[src/rtl/cfgx_pkg.sv]
package cfgx_pkg;
  localparam int BYTE_W = 8;
  typedef logic [BYTE_W-1:0] byte_t;

  localparam byte_t SLOT_GATE   = 8'hC3;
  localparam byte_t SLOT_FEAT   = 8'hE8;
  localparam byte_t SLOT_REV    = 8'hFE;
  localparam byte_t SLOT_MODEL  = 8'hFF;
  localparam byte_t IDLE_BYTE   = 8'hFF;

  localparam int    FEAT_ID_BIT = 7;
  localparam logic [3:0] UNLOCK_CODE = 4'b0001;

  function automatic logic gate_open(input byte_t gate);
    return gate[BYTE_W-1 -: 4] == UNLOCK_CODE;
  endfunction
endpackage

[src/rtl/cfgx_port_decode.sv]
module cfgx_port_decode
  import cfgx_pkg::*;
#(
  parameter int                ADDR_W     = 16,
  parameter logic [ADDR_W-1:0] INDEX_PORT = 'h22,
  parameter logic [ADDR_W-1:0] DATA_PORT  = 'h23
) (
  input  logic              clk,
  input  logic              rst_n,
  input  logic [ADDR_W-1:0] io_addr,
  input  logic              io_rd,
  input  logic              io_wr,
  input  byte_t             io_wdata,
  output byte_t             sel_slot,
  output logic              acc_rd,
  output logic              acc_wr
);
  byte_t slot_q, slot_d;
  logic  armed_q, armed_d;
  logic  hit_index, hit_data, slot_en;

  assign hit_index = (io_addr == INDEX_PORT);
  assign hit_data  = (io_addr == DATA_PORT);

  always_comb begin
    slot_d  = slot_q;
    armed_d = armed_q;
    slot_en = 1'b0;
    acc_rd  = 1'b0;
    acc_wr  = 1'b0;
    if (io_wr && hit_index) begin
      slot_d  = io_wdata;
      slot_en = 1'b1;
      armed_d = 1'b1;
    end
    if (hit_data && (io_rd || io_wr)) begin
      acc_rd  = io_rd && armed_q;
      acc_wr  = io_wr && armed_q;
      armed_d = 1'b0;
    end
  end

  always_ff @(posedge clk or negedge rst_n) begin
    if (!rst_n) begin
      slot_q  <= '0;
      armed_q <= 1'b0;
    end else begin
      armed_q <= armed_d;
      if (slot_en) slot_q <= slot_d;
    end
  end

  assign sel_slot = slot_q;
endmodule

[src/rtl/cfgx_reg_bank.sv]
module cfgx_reg_bank
  import cfgx_pkg::*;
#(
  parameter byte_t MODEL_ID = 8'h1B,
  parameter byte_t REV_ID   = 8'h05
) (
  input  logic  clk,
  input  logic  rst_n,
  input  byte_t sel_slot,
  input  logic  acc_wr,
  input  byte_t wdata,
  output byte_t rd_val,
  output logic  id_insn_en
);
  byte_t gate_q, feat_q;
  logic  gate_en, feat_en, open;

  assign open = gate_open(gate_q);

  always_comb begin
    gate_en = acc_wr && (sel_slot == SLOT_GATE);
    feat_en = acc_wr && (sel_slot == SLOT_FEAT) && open;
  end

  always_comb begin
    unique case (sel_slot)
      SLOT_GATE:  rd_val = gate_q;
      SLOT_FEAT:  rd_val = open ? feat_q : IDLE_BYTE;
      SLOT_REV:   rd_val = REV_ID;
      SLOT_MODEL: rd_val = MODEL_ID;
      default:    rd_val = IDLE_BYTE;
    endcase
  end

  always_ff @(posedge clk or negedge rst_n) begin
    if (!rst_n) begin
      gate_q <= '0;
      feat_q <= '0;
    end else begin
      if (gate_en) gate_q <= wdata;
      if (feat_en) feat_q <= wdata;
    end
  end

  assign id_insn_en = feat_q[FEAT_ID_BIT];
endmodule

[src/rtl/cfgx_index_port.sv]
module cfgx_index_port
  import cfgx_pkg::*;
#(
  parameter int                ADDR_W     = 16,
  parameter logic [ADDR_W-1:0] INDEX_PORT = 'h22,
  parameter logic [ADDR_W-1:0] DATA_PORT  = 'h23,
  parameter logic [7:0]        MODEL_ID   = 8'h1B,
  parameter logic [7:0]        REV_ID     = 8'h05
) (
  input  logic              clk,
  input  logic              rst_n,
  input  logic [ADDR_W-1:0] io_addr,
  input  logic              io_rd,
  input  logic              io_wr,
  input  logic [7:0]        io_wdata,
  output logic [7:0]        io_rdata,
  output logic              id_insn_en
);
  byte_t sel_slot, rd_val, rdata_q, rdata_d;
  logic  acc_rd, acc_wr;

  cfgx_port_decode #(
    .ADDR_W(ADDR_W), .INDEX_PORT(INDEX_PORT), .DATA_PORT(DATA_PORT)
  ) decode_i (
    .clk(clk), .rst_n(rst_n), .io_addr(io_addr), .io_rd(io_rd),
    .io_wr(io_wr), .io_wdata(io_wdata), .sel_slot(sel_slot),
    .acc_rd(acc_rd), .acc_wr(acc_wr)
  );

  cfgx_reg_bank #(
    .MODEL_ID(MODEL_ID), .REV_ID(REV_ID)
  ) bank_i (
    .clk(clk), .rst_n(rst_n), .sel_slot(sel_slot), .acc_wr(acc_wr),
    .wdata(io_wdata), .rd_val(rd_val), .id_insn_en(id_insn_en)
  );

  always_comb begin
    rdata_d = acc_rd ? rd_val : IDLE_BYTE;
  end

  always_ff @(posedge clk or negedge rst_n) begin
    if (!rst_n) rdata_q <= IDLE_BYTE;
    else if (io_rd) rdata_q <= rdata_d;
  end

  assign io_rdata = rdata_q;
endmodule

[config.mk]
export PLATFORM = sky130hd
export DESIGN_NAME = cfgx_index_port
export DESIGN_NICKNAME = d
export VERILOG_FILES = /design/src/rtl/cfgx_pkg.sv /design/src/rtl/cfgx_port_decode.sv /design/src/rtl/cfgx_reg_bank.sv /design/src/rtl/cfgx_index_port.sv
export SDC_FILE = /design/constraint.sdc
export NUM_CORES = 1
export LEC_CHECK = 0
export ABC_CLOCK_PERIOD_IN_PS = 2590
export CORE_MARGIN = 8
export CORE_UTILIZATION = 60
export CTS_CLUSTER_DIAMETER = 80
export DETAILED_ROUTE_END_ITERATION = 12
export DONT_BUFFER_PORTS = 1
export HOLD_SLACK_MARGIN = 0.06
export PLACE_DENSITY = 0.82
export RECOVER_POWER = 100
export REMOVE_ABC_BUFFERS = 1
export SLEW_MARGIN = 10
export SYNTH_ARGS = -nofsm -noshare
export SYNTH_HDL_FRONTEND = slang
export SYNTH_SLANG_ARGS = --single-unit
export TNS_END_PERCENT = 50
[constraint.sdc]
create_clock -name clk -period 2.59 [get_ports clk]
set_clock_uncertainty 0.15 [all_clocks]
set_input_delay 0.3885 -clock clk [delete_from_list [all_inputs] [get_ports clk]]
set_output_delay 0.3885 -clock clk [all_outputs]
set_load 0.01 [all_outputs]
==> flow_summary.yaml, run 1 <==
run_status:
  status: "completed"
routing:
  antenna_left: 0
  vias_per_cell: 6.37
  drt-total-wl_um: 3530
  drc_errors: 0
  avgRoutedWirePerCell_um: 20.5
  vias: 1095
  drt_iter0_markers: 33
  drt_first_pass_iters: 4
clock_tree:
  h-tree-depth: 2
  clk_pin_slew_ns: 0.10
  cts_tree: "yes"
  cts_inserted_buffers: 5
  cts_sinks: 33
  post_cts_buffers: 0
  clockBufferDepth: 2
  clockRootBuffer: "clkbuf_4"
  post_cts_resized: 0
  cts_hold_buf: 11
  clkLatencyLatePin_ns: 0.34
sta:
  hold_viol: 0
  slew_violations: 0
  setup_violations: 0
  fmax_ghz: 0.428
  rsz0062_at_grt: "no"
  min_period_ns: 2.34
  finalCritPeriodShare_pct: 90.2
  relSlewSlack_pct: 4.57
  worst_pin_slew_ns: 1.43
  fin_tns_setup_ns: 0
yosys:
  yosys_warnings: 0
  synth_cells: 124
  synth_simple_gate_area_share_pct: 18.7
  yosys.area_share.xor_xnor_pct: 0
  synth-async-reset-ratio_pct: 100
  ys_types: 37
  synth_top_family_by_area: "simple AND/OR/NAND/NOR gates"
  synthAdderAreaFrac_pct: 0
  syn_area_um2: 1600
  ys_ff_latch: 33
  ys_seq_area_share_pct: 52.4
  synth_ff_type: "dfrtp_1"
  syn_area_per_cell_um2: 12.9
  synth_compound_area_share_pct: 11.0
  synthMuxAreaShare_pct: 16.9
  synth-edff-count: 0
critical_path:
  crit_path_top_delay_cell: "nor4bb_1"
  crit_end: "bank_i.gate_q[2]$_DFFE_PN0P_"
  worstRegToRegCells: 4
  critPathLaunchType: "register"
  cp_num_buf_inv: 0
  r2r_end: "bank_i.gate_q[2]$_DFFE_PN0P_"
  endpoint_kind: "register"
  critPathTopFamily: "simple AND/OR/NAND/NOR gates"
  worstPathArrival_ns: 2.41
  crit_chain: "nor4bb_1 > nand2_1 > nor4_4 > mux2_2"
  cp_slowest_stage_delay_ns: 0.57
  crit_cells: 4
  crit_path_start: "decode_i.sel_slot[3]$_DFFE_PN0P_"
  required_ns: 2.67
  reg2reg_setup_slack_ns: 0.25
  r2r-start: "decode_i.sel_slot[3]$_DFFE_PN0P_"
  path_max_fanout: 8
  worstSetupPathType: "reg -> reg"
floorplanning:
  io_pins: 37
  initial_core_util_pct: 63.8
  die_area_um2: 4570
  coreArea_um2: 2500
  die_w_um: 67.6
  row_count: 18
  dieHeight_um: 67.6
finish:
  regArea_um2: 836
  area_growth_pct: 12.5
  multi_input_area_um2: 712
  drive_above_1_share_pct: 28.2
  post-route-util_pct: 71.8
  antennaDiodeCount: 0
  fillerInstances: 173
  nets: 169
global_route:
  grt_pass1_wl_um: 5750
  antenna_found_initial: 0
  grt_start_max_net_pins: 34
  grt_usage_pct: 17.4
  grt_pass1_vias: 1181
  overflow: 0
pwr:
  p_int_w: 0.000760
  peakVddDrop_v: 0.000525
  seqPwrFrac_pct: 54.3
  p_per_area_nw_per_um2: 529
  pwr-share-clk_pct: 42.2
  switching_share_pct: 19.9
  p_sw_w: 0.000189
  leakage_nw: 0.783
  combPwrFrac_pct: 3.5
place:
  hpwlAfterDp_um: 2600
  place.gp.congestion: 0.891
  io_buffers: 0
hold_path:
  hp-class: "in -> reg"
  hold_depth: 2
run:
  drv_cap: 0
==> cell families (layout without fill, tap and decap cells) <==
family,count (synthesis),after routing
buffers and inverters,4,22
AO/OA/AOI/OAI,23,23
flip-flops,33,33
AND/OR/NAND/NOR,40,40
multiplexers,24,24
==> layer usage <==
metal,GRT usage (%),wire length (um),vias to the layer above
met5,0,0,-
met4,8.36,42,0
met3,8.94,426,7
met2,27.7,1690,51
met1,18.9,1380,532
li1,-,-,505
==> Yosys cell counts, types with 2 or more instances <==
cell,n,area share (%)
clkbuf_1,2,0.47
a2bb2oi_1,4,2.2
o2bb2ai_1,3,1.6
nand4_1,2,0.78
nor4bb_1,2,1.3
nor4_4,2,2.7
mux2_2,24,17
nand3_1,2,0.63
dfrtp_1,25,39
dfstp_2,8,13
nand2_1,4,0.94
o21ai_0,2,0.63
a211oi_1,2,0.94
o22a_1,3,1.6
nor2_1,14,3.3
a21oi_1,4,1.3
==> sequential cells by signal, indices dropped and copies added (netlist names) <==
name / flops
decode_i.sel_slot: 8
bank_i.gate_q: 8
decode_i.armed_q: 1
bank_i.feat_q: 8
io_rdata: 8
==> per-stage QoR <==
step                      std cells  total power (W)  hold slack (ns)  instance area, um^2  worst slack [ns]
after floorplan                 121         0.000531          -0.0571                 1580             0.502
after global placement          153         0.000531          -0.0560                 1640             0.319
after detailed placement        153         0.000532          -0.0562                 1640             0.277
after CTS                       172         0.000960            0.160                 1840             0.253
after global routing            172         0.000991            0.129                 1790            0.0793
final                           172         0.000949            0.156                 1790             0.254
==> area by class of cell <==
class,count,share of cell area (%)
tap,30,2.09
multi-input combinational,87,39.7
sequential,33,46.6
timing repair buffer,13,6.69
inverter,1,0.209
clock inverter,1,1.67
clock buffer,7,3.07
==> cells in the final DEF, fill, tap and decap left out, drive strengths merged, types with 2 or more instances in the layout <==
cell type	Yosys	layout
mux2	24	24
a2bb2oi	4	4
nor2	14	14
a211o	2	2
clkbuf	2	9
a211oi	2	2
nor4bb	2	2
dlygate4sd3	0	10
nor4b	2	2
dfstp	8	8
o21ai	2	2
o2bb2ai	3	3
nand2	4	4
nand4	3	3
dfrtp	25	25
o22a	4	4
nand3	2	2
nor3	3	3
a21oi	4	4
nor4	3	3
==> worst register-to-register path: stages (launching register included) <==
cell and delay, ns:
dfrtp_1 0.42, nor4bb_1 0.57, nand2_1 0.22, nor4_4 0.46
mux2_2 0.39
==> power by group through the flow <==
stage | Combinational [W] | Clock (W) | Sequential, W
CTS | 0.0000375 | 0.000407 | 0.000516
detailed placement | 0.00000631 | 0 | 0.000525
global placement | 0.00000612 | 0 | 0.000525
finish | 0.0000335 | 0.000400 | 0.000515
floorplan | 0.00000582 | 0 | 0.000525
global route | 0.0000377 | 0.000438 | 0.000515
==> how the worst min path moves through the flow <==
stage / start / end / slack, ns
after floorplan: rst_n / bank_i.feat_q[0]$_DFFE_PN0P_ / -0.06
after global placement: rst_n / decode_i.sel_slot[2]$_DFFE_PN0P_ / -0.06
after detailed placement: rst_n / decode_i.sel_slot[0]$_DFFE_PN0P_ / -0.06
after CTS: io_addr[0] / decode_i.armed_q$_DFFE_PN0P_ / 0.16
after global routing: io_addr[0] / decode_i.armed_q$_DFFE_PN0P_ / 0.13
final: io_addr[0] / decode_i.armed_q$_DFFE_PN0P_ / 0.16
(Power assumes the default switching activity.)
==> run 2: changes to the inputs <==
--- a/config.mk
+++ b/config.mk
@@ -12,7 +12,7 @@
 export DETAILED_ROUTE_END_ITERATION = 12
 export DONT_BUFFER_PORTS = 1
 export HOLD_SLACK_MARGIN = 0.06
-export PLACE_DENSITY = 0.82
+export PLACE_DENSITY = 0.77
 export RECOVER_POWER = 100
 export REMOVE_ABC_BUFFERS = 1
 export SLEW_MARGIN = 10
==> flow_summary.yaml, run 2 (synthesis gave the netlist of run 1 again) <==
critical_path:
  worstRegToRegCells: 5
  worstSetupPathType: "reg -> reg"
  path_max_fanout: 8
  required_ns: 2.67
  crit_end: "bank_i.feat_q[3]$_DFFE_PN0P_"
  r2r_end: "bank_i.feat_q[3]$_DFFE_PN0P_"
  cp_slowest_stage_delay_ns: 0.55
  worstPathArrival_ns: 2.29
  crit_cells: 5
  critPathLaunchType: "register"
  crit_path_start: "decode_i.sel_slot[1]$_DFFE_PN0P_"
  crit_path_top_delay_cell: "nor3_2"
  endpoint_kind: "register"
  cp_num_buf_inv: 1
  r2r-start: "decode_i.sel_slot[1]$_DFFE_PN0P_"
  reg2reg_setup_slack_ns: 0.37
  critPathTopFamily: "simple AND/OR/NAND/NOR gates"
  crit_chain: "nor4bb_1 > buf_4 > nand4_1 > nor3_2 > mux2_2"
hold_path:
  hp-class: "in -> reg"
pwr:
  peakVddDrop_v: 0.000437
  leakage_nw: 0.776
  p_per_area_nw_per_um2: 466
floorplanning:
  initial_core_util_pct: 63.8
  row_count: 18
  io_pins: 37
  die_area_um2: 4570
  coreArea_um2: 2500
  die_w_um: 67.6
  dieHeight_um: 67.6
sta:
  min_period_ns: 2.22
  hold_viol: 0
  finalCritPeriodShare_pct: 85.6
  relSlewSlack_pct: 7.17
  fin_tns_setup_ns: 0
  fmax_ghz: 0.451
  slew_violations: 0
  holdWs_ns: 0.129
  setup_violations: 0
  worst_pin_slew_ns: 1.39
  rsz0062_at_grt: "no"
clock_tree:
  clockRootBuffer: "clkbuf_4"
  clockBufferDepth: 2
  cts_tree: "yes"
  cts_sinks: 33
  h-tree-depth: 2
  clkLatencyLatePin_ns: 0.34
  cts_inserted_buffers: 5
  clk_pin_slew_ns: 0.10
routing:
  vias: 1066
  vias_per_cell: 6.16
  drt-total-wl_um: 3450
  drt_first_pass_iters: 4
  antenna_left: 0
  drt_iter0_markers: 47
  avgRoutedWirePerCell_um: 19.9
  drc_errors: 0
finish:
  final_common_cell: "dfrtp_1"
  finalInstanceArea_um2: 1770
  nets: 170
  area_growth_pct: 10.8
  drive_above_1_share_pct: 28.7
  layout_common_cells: "dfrtp_1 (25), mux2_2 (24), nor2_1 (14)"
  antennaDiodeCount: 0
global_route:
  grt_pass1_wl_um: 5670
  grt_pass1_vias: 1168
  overflow: 0
  grt_usage_pct: 16.5
  antenna_found_initial: 0
  grt_start_max_net_pins: 34
place:
  io_buffers: 0
  hpwlAfterDp_um: 2560
  place_area_um2: 1640
  place.gp.congestion: 0.838
run:
  drv_cap: 0
run_status:
  status: "completed"
-- run 2: cell count changes in the layout (fill, tap and decap cells not counted) --
cell,change
bufinv_16,-1
clkbuf_8,-1
buf_4,+1
clkinv_2,+2
and2_0,-1
and2_1,+1
-- run 2: metal layers --
metal	vias to the layer above	GRT usage, %	share of wire, %
li1	506	-	-
met1	511	20.3	42
met2	42	25.0	45
met3	7	6.13	10
met4	0	8.09	2.4
met5	-	0	0
-- run 2: worst min path at each step --
stage | startpoint | endpoint | slack (ns) | cells past startpoint
floorplan | rst_n | bank_i.feat_q[0]$_DFFE_PN0P_ | -0.06 | 0
global placement | rst_n | decode_i.armed_q$_DFFE_PN0P_ | -0.06 | 0
detailed placement | rst_n | decode_i.armed_q$_DFFE_PN0P_ | -0.06 | 0
CTS | io_addr[0] | decode_i.armed_q$_DFFE_PN0P_ | 0.13 | 2
global route | io_addr[0] | decode_i.armed_q$_DFFE_PN0P_ | 0.18 | 2
finish | io_addr[0] | decode_i.armed_q$_DFFE_PN0P_ | 0.13 | 2
-- run 2: layout make-up --
type,count,area (um^2)
Inverter,1,3.75
Sequential cell,33,836
Clock buffer,6,41.3
Timing Repair Buffer,14,128
Multi-Input combinational cell,87,712
Fill cell,167,732
Clock inverter,2,10.0
Tap cell,30,37.5
-- run 2: per-stage QoR --
stage,utilization (%),cells,setup WS [ns],total power (W)
2_1_floorplan,-,121,0.502,0.000531
3_3_place_gp,65.8,154,0.367,0.000531
3_5_place_dp,65.8,154,0.332,0.000532
4_1_cts,72.6,173,0.500,0.000831
5_1_grt,70.7,173,0.218,0.000854
6_report,70.7,173,0.374,0.000824
-- run 2: power by group --
part	internal (W)	switching, W
Clock	0.000103	0.000173
Combinational	0.0000145	0.0000186
Sequential	0.000515	0.0000000630
Total	0.000633	0.000191
-- run 2: repair_timing --
item | 4_1_cts | 5_1_grt
buffers inserted | 0 | 0
hold buffers | 11 | 0
endpoints found under the setup margin | 0 | 0
resized for setup | 0 | 0
hold endpoints to repair | 65 | 0
==> run 3: changes to the inputs <==
--- a/config.mk
+++ b/config.mk
@@ -18,5 +18,6 @@
 export SLEW_MARGIN = 10
 export SYNTH_ARGS = -nofsm -noshare
 export SYNTH_HDL_FRONTEND = slang
+export SYNTH_HIERARCHICAL = 1
 export SYNTH_SLANG_ARGS = --single-unit
 export TNS_END_PERCENT = 50
==> flow_summary.yaml, run 3 <==
critical_path:
  crit_end: "decode_i/sel_slot[5]$_DFFE_PN0P_"
  crit_cells: 4
  critPathLaunchType: "input port"
  critPathTopFamily: "simple AND/OR/NAND/NOR gates"
  reg2reg_setup_slack_ns: 0.47
  cp_num_buf_inv: 0
  worstPathArrival_ns: 2.25
  worstRegToRegCells: 4
  crit_path_start: "io_addr[7]"
  r2r_end: "bank_i/feat_q[2]$_DFFE_PN0P_"
  worstSetupPathType: "in -> reg"
  endpoint_kind: "register"
  crit_chain: "nor4_1 > nand4_1 > nor3b_1 > mux2_2"
  path_max_fanout: 8
  cp_slowest_stage_delay_ns: 0.98
  required_ns: 2.66
  r2r-start: "bank_i/gate_q[5]$_DFFE_PN0P_"
  crit_path_top_delay_cell: "nor3b_1"
place:
  place_area_um2: 1640
  hpwlAfterDp_um: 2480
  io_buffers: 0
  placedCellCount: 165
  place.gp.congestion: 0.894
yosys:
  ys_seq_area_share_pct: 50.5
  synth_most_common_cell: "dfrtp_1"
  synth_top_area_share_pct: 37.8
  synth_cells: 139
  yosys-top-cells-count: "dfrtp_1 (25), mux2_2 (21), o21ai_0 (10), nand2_1 (9)"
  synthTopCellsByArea: "dfrtp_1 (38%), mux2_2 (14%), dfstp_2 (13%)"
  synth_top_area_cell: "dfrtp_1"
  syn_area_per_cell_um2: 11.9
  ys_types: 35
  synth-async-reset-ratio_pct: 100
  synth_ff_type: "dfrtp_1"
  ys_ff_latch: 33
  yosys_warnings: 6
  syn_area_um2: 1650
  synth-edff-count: 0
finish:
  area_growth_pct: 7.79
  drive_above_1_share_pct: 24.2
  layout_common_cells: "dfrtp_1 (25), mux2_2 (20), o21ai_0 (10), dlygate4sd3_1 (10), nand2_1 (9)"
  final_common_cell: "dfrtp_1"
  fillerInstances: 213
  nets: 180
  fin_cells: 184
  finalInstanceArea_um2: 1780
  antennaDiodeCount: 0
sta:
  setup_violations: 0
  rsz0062_at_grt: "no"
  slew_violations: 0
  min_period_ns: 2.18
  finalCritPeriodShare_pct: 84.2
  fmax_ghz: 0.459
  holdWs_ns: 0.0893
  fin_tns_setup_ns: 0
  relSlewSlack_pct: 6.13
  hold_viol: 0
  worst_pin_slew_ns: 1.41
clock_tree:
  cts_tree: "yes"
  cts_inserted_buffers: 5
  clockRootBuffer: "clkbuf_4"
  cts_sinks: 33
  h-tree-depth: 2
  clockBufferDepth: 2
  cts_hold_buf: 11
  clk_pin_slew_ns: 0.10
  post_cts_resized: 0
  clkLatencyLatePin_ns: 0.34
  post_cts_buffers: 0
routing:
  avgRoutedWirePerCell_um: 18.2
  vias: 1111
  drt_first_pass_iters: 4
  vias_per_cell: 6.04
  antenna_left: 0
  drt-total-wl_um: 3350
  drc_errors: 0
  drt_iter0_markers: 52
global_route:
  antenna_found_initial: 0
  grt_start_max_net_pins: 34
  grt_usage_pct: 16.7
  grt_pass1_wl_um: 5740
  overflow: 0
  grt_pass1_vias: 1242
floorplanning:
  coreArea_um2: 2690
  dieHeight_um: 68.5
  row_count: 19
  initial_core_util_pct: 61.6
  io_pins: 37
  die_w_um: 68.5
  die_area_um2: 4690
hold_path:
  hold_depth: 2
  hp-class: "in -> reg"
run:
  drv_cap: 0
pwr:
  leakage_nw: 0.831
  p_per_area_nw_per_um2: 464
  peakVddDrop_v: 0.000396
run_status:
  status: "completed"
-- run 3: changes by cell type in the layout (fill, tap and decap cells not counted), sizes merged, moves of 4 or more --
cell	previous run	this run
nor2	14	7
a31oi	1	7
nand3	2	8
nand2	4	9
inv	1	7
o21ai	2	10
a2bb2oi	4	0
-- run 3: cell families after synthesis --
logic type             Yosys count  share of synthesized area (%)
AOI/OAI and AO/OA               25                           9.53
buffers and inverters           13                           5.22
DFF                             33                           50.5
muxes                           24                           17.0
and+or+nand+nor                 44                           17.7
-- run 3: where the power goes --
part           internal (W)  total (W)  switching [W]
Clock              0.000102   0.000279       0.000177
Sequential         0.000515   0.000515   0.0000000561
Combinational     0.0000141  0.0000335      0.0000194
Total              0.000631   0.000828       0.000197
-- run 3: worst min path at each step --
| stage | to | from | slack, ns |
|---|---|---|---|
| floorplan | bank_i/feat_q[0]$_DFFE_PN0P_ | rst_n | -0.06 |
| global placement | decode_i/armed_q$_DFFE_PN0P_ | rst_n | -0.06 |
| detailed placement | bank_i/feat_q[1]$_DFFE_PN0P_ | rst_n | -0.06 |
| CTS | io_rdata[5]$_DFFE_PN1P_ | io_rd | 0.07 |
| global route | io_rdata[5]$_DFFE_PN1P_ | io_rd | 0.07 |
| finish | io_rdata[5]$_DFFE_PN1P_ | io_rd | 0.09 |
-- run 3: layout make-up --
class / instances / area (um^2) / share of cell area, %
Clock inverter: 3 / 17.5 / 0.982
Timing Repair Buffer: 11 / 113 / 6.32
Tap cell: 31 / 38.8 / 2.18
Clock buffer: 5 / 37.5 / 2.11
Inverter: 8 / 31.3 / 1.75
Multi-Input combinational cell: 93 / 709 / 39.8
Sequential cell: 33 / 836 / 46.9
-- run 3: layer usage --
metal  vias to the layer above  track usage [%]  share of wire (%)  routed length (um)
li1                        533                -                  -                   -
met1                       543             18.4                 42                1410
met2                        27             27.1                 50                1670
met3                         8             6.30                5.4                 182
met4                         0             9.72                2.4                  81
met5                         -                0                  0                   0
-- run 3: stage by stage --
step	util (%)	power, W	worst slack [ns]
4_1_cts	67.6	0.000847	0.558
3_5_place_dp	61.1	0.000530	0.285
6_report	66.4	0.000828	0.410
2_1_floorplan	-	0.000529	0.465
3_3_place_gp	61.1	0.000529	0.332
5_1_grt	66.4	0.000865	0.254
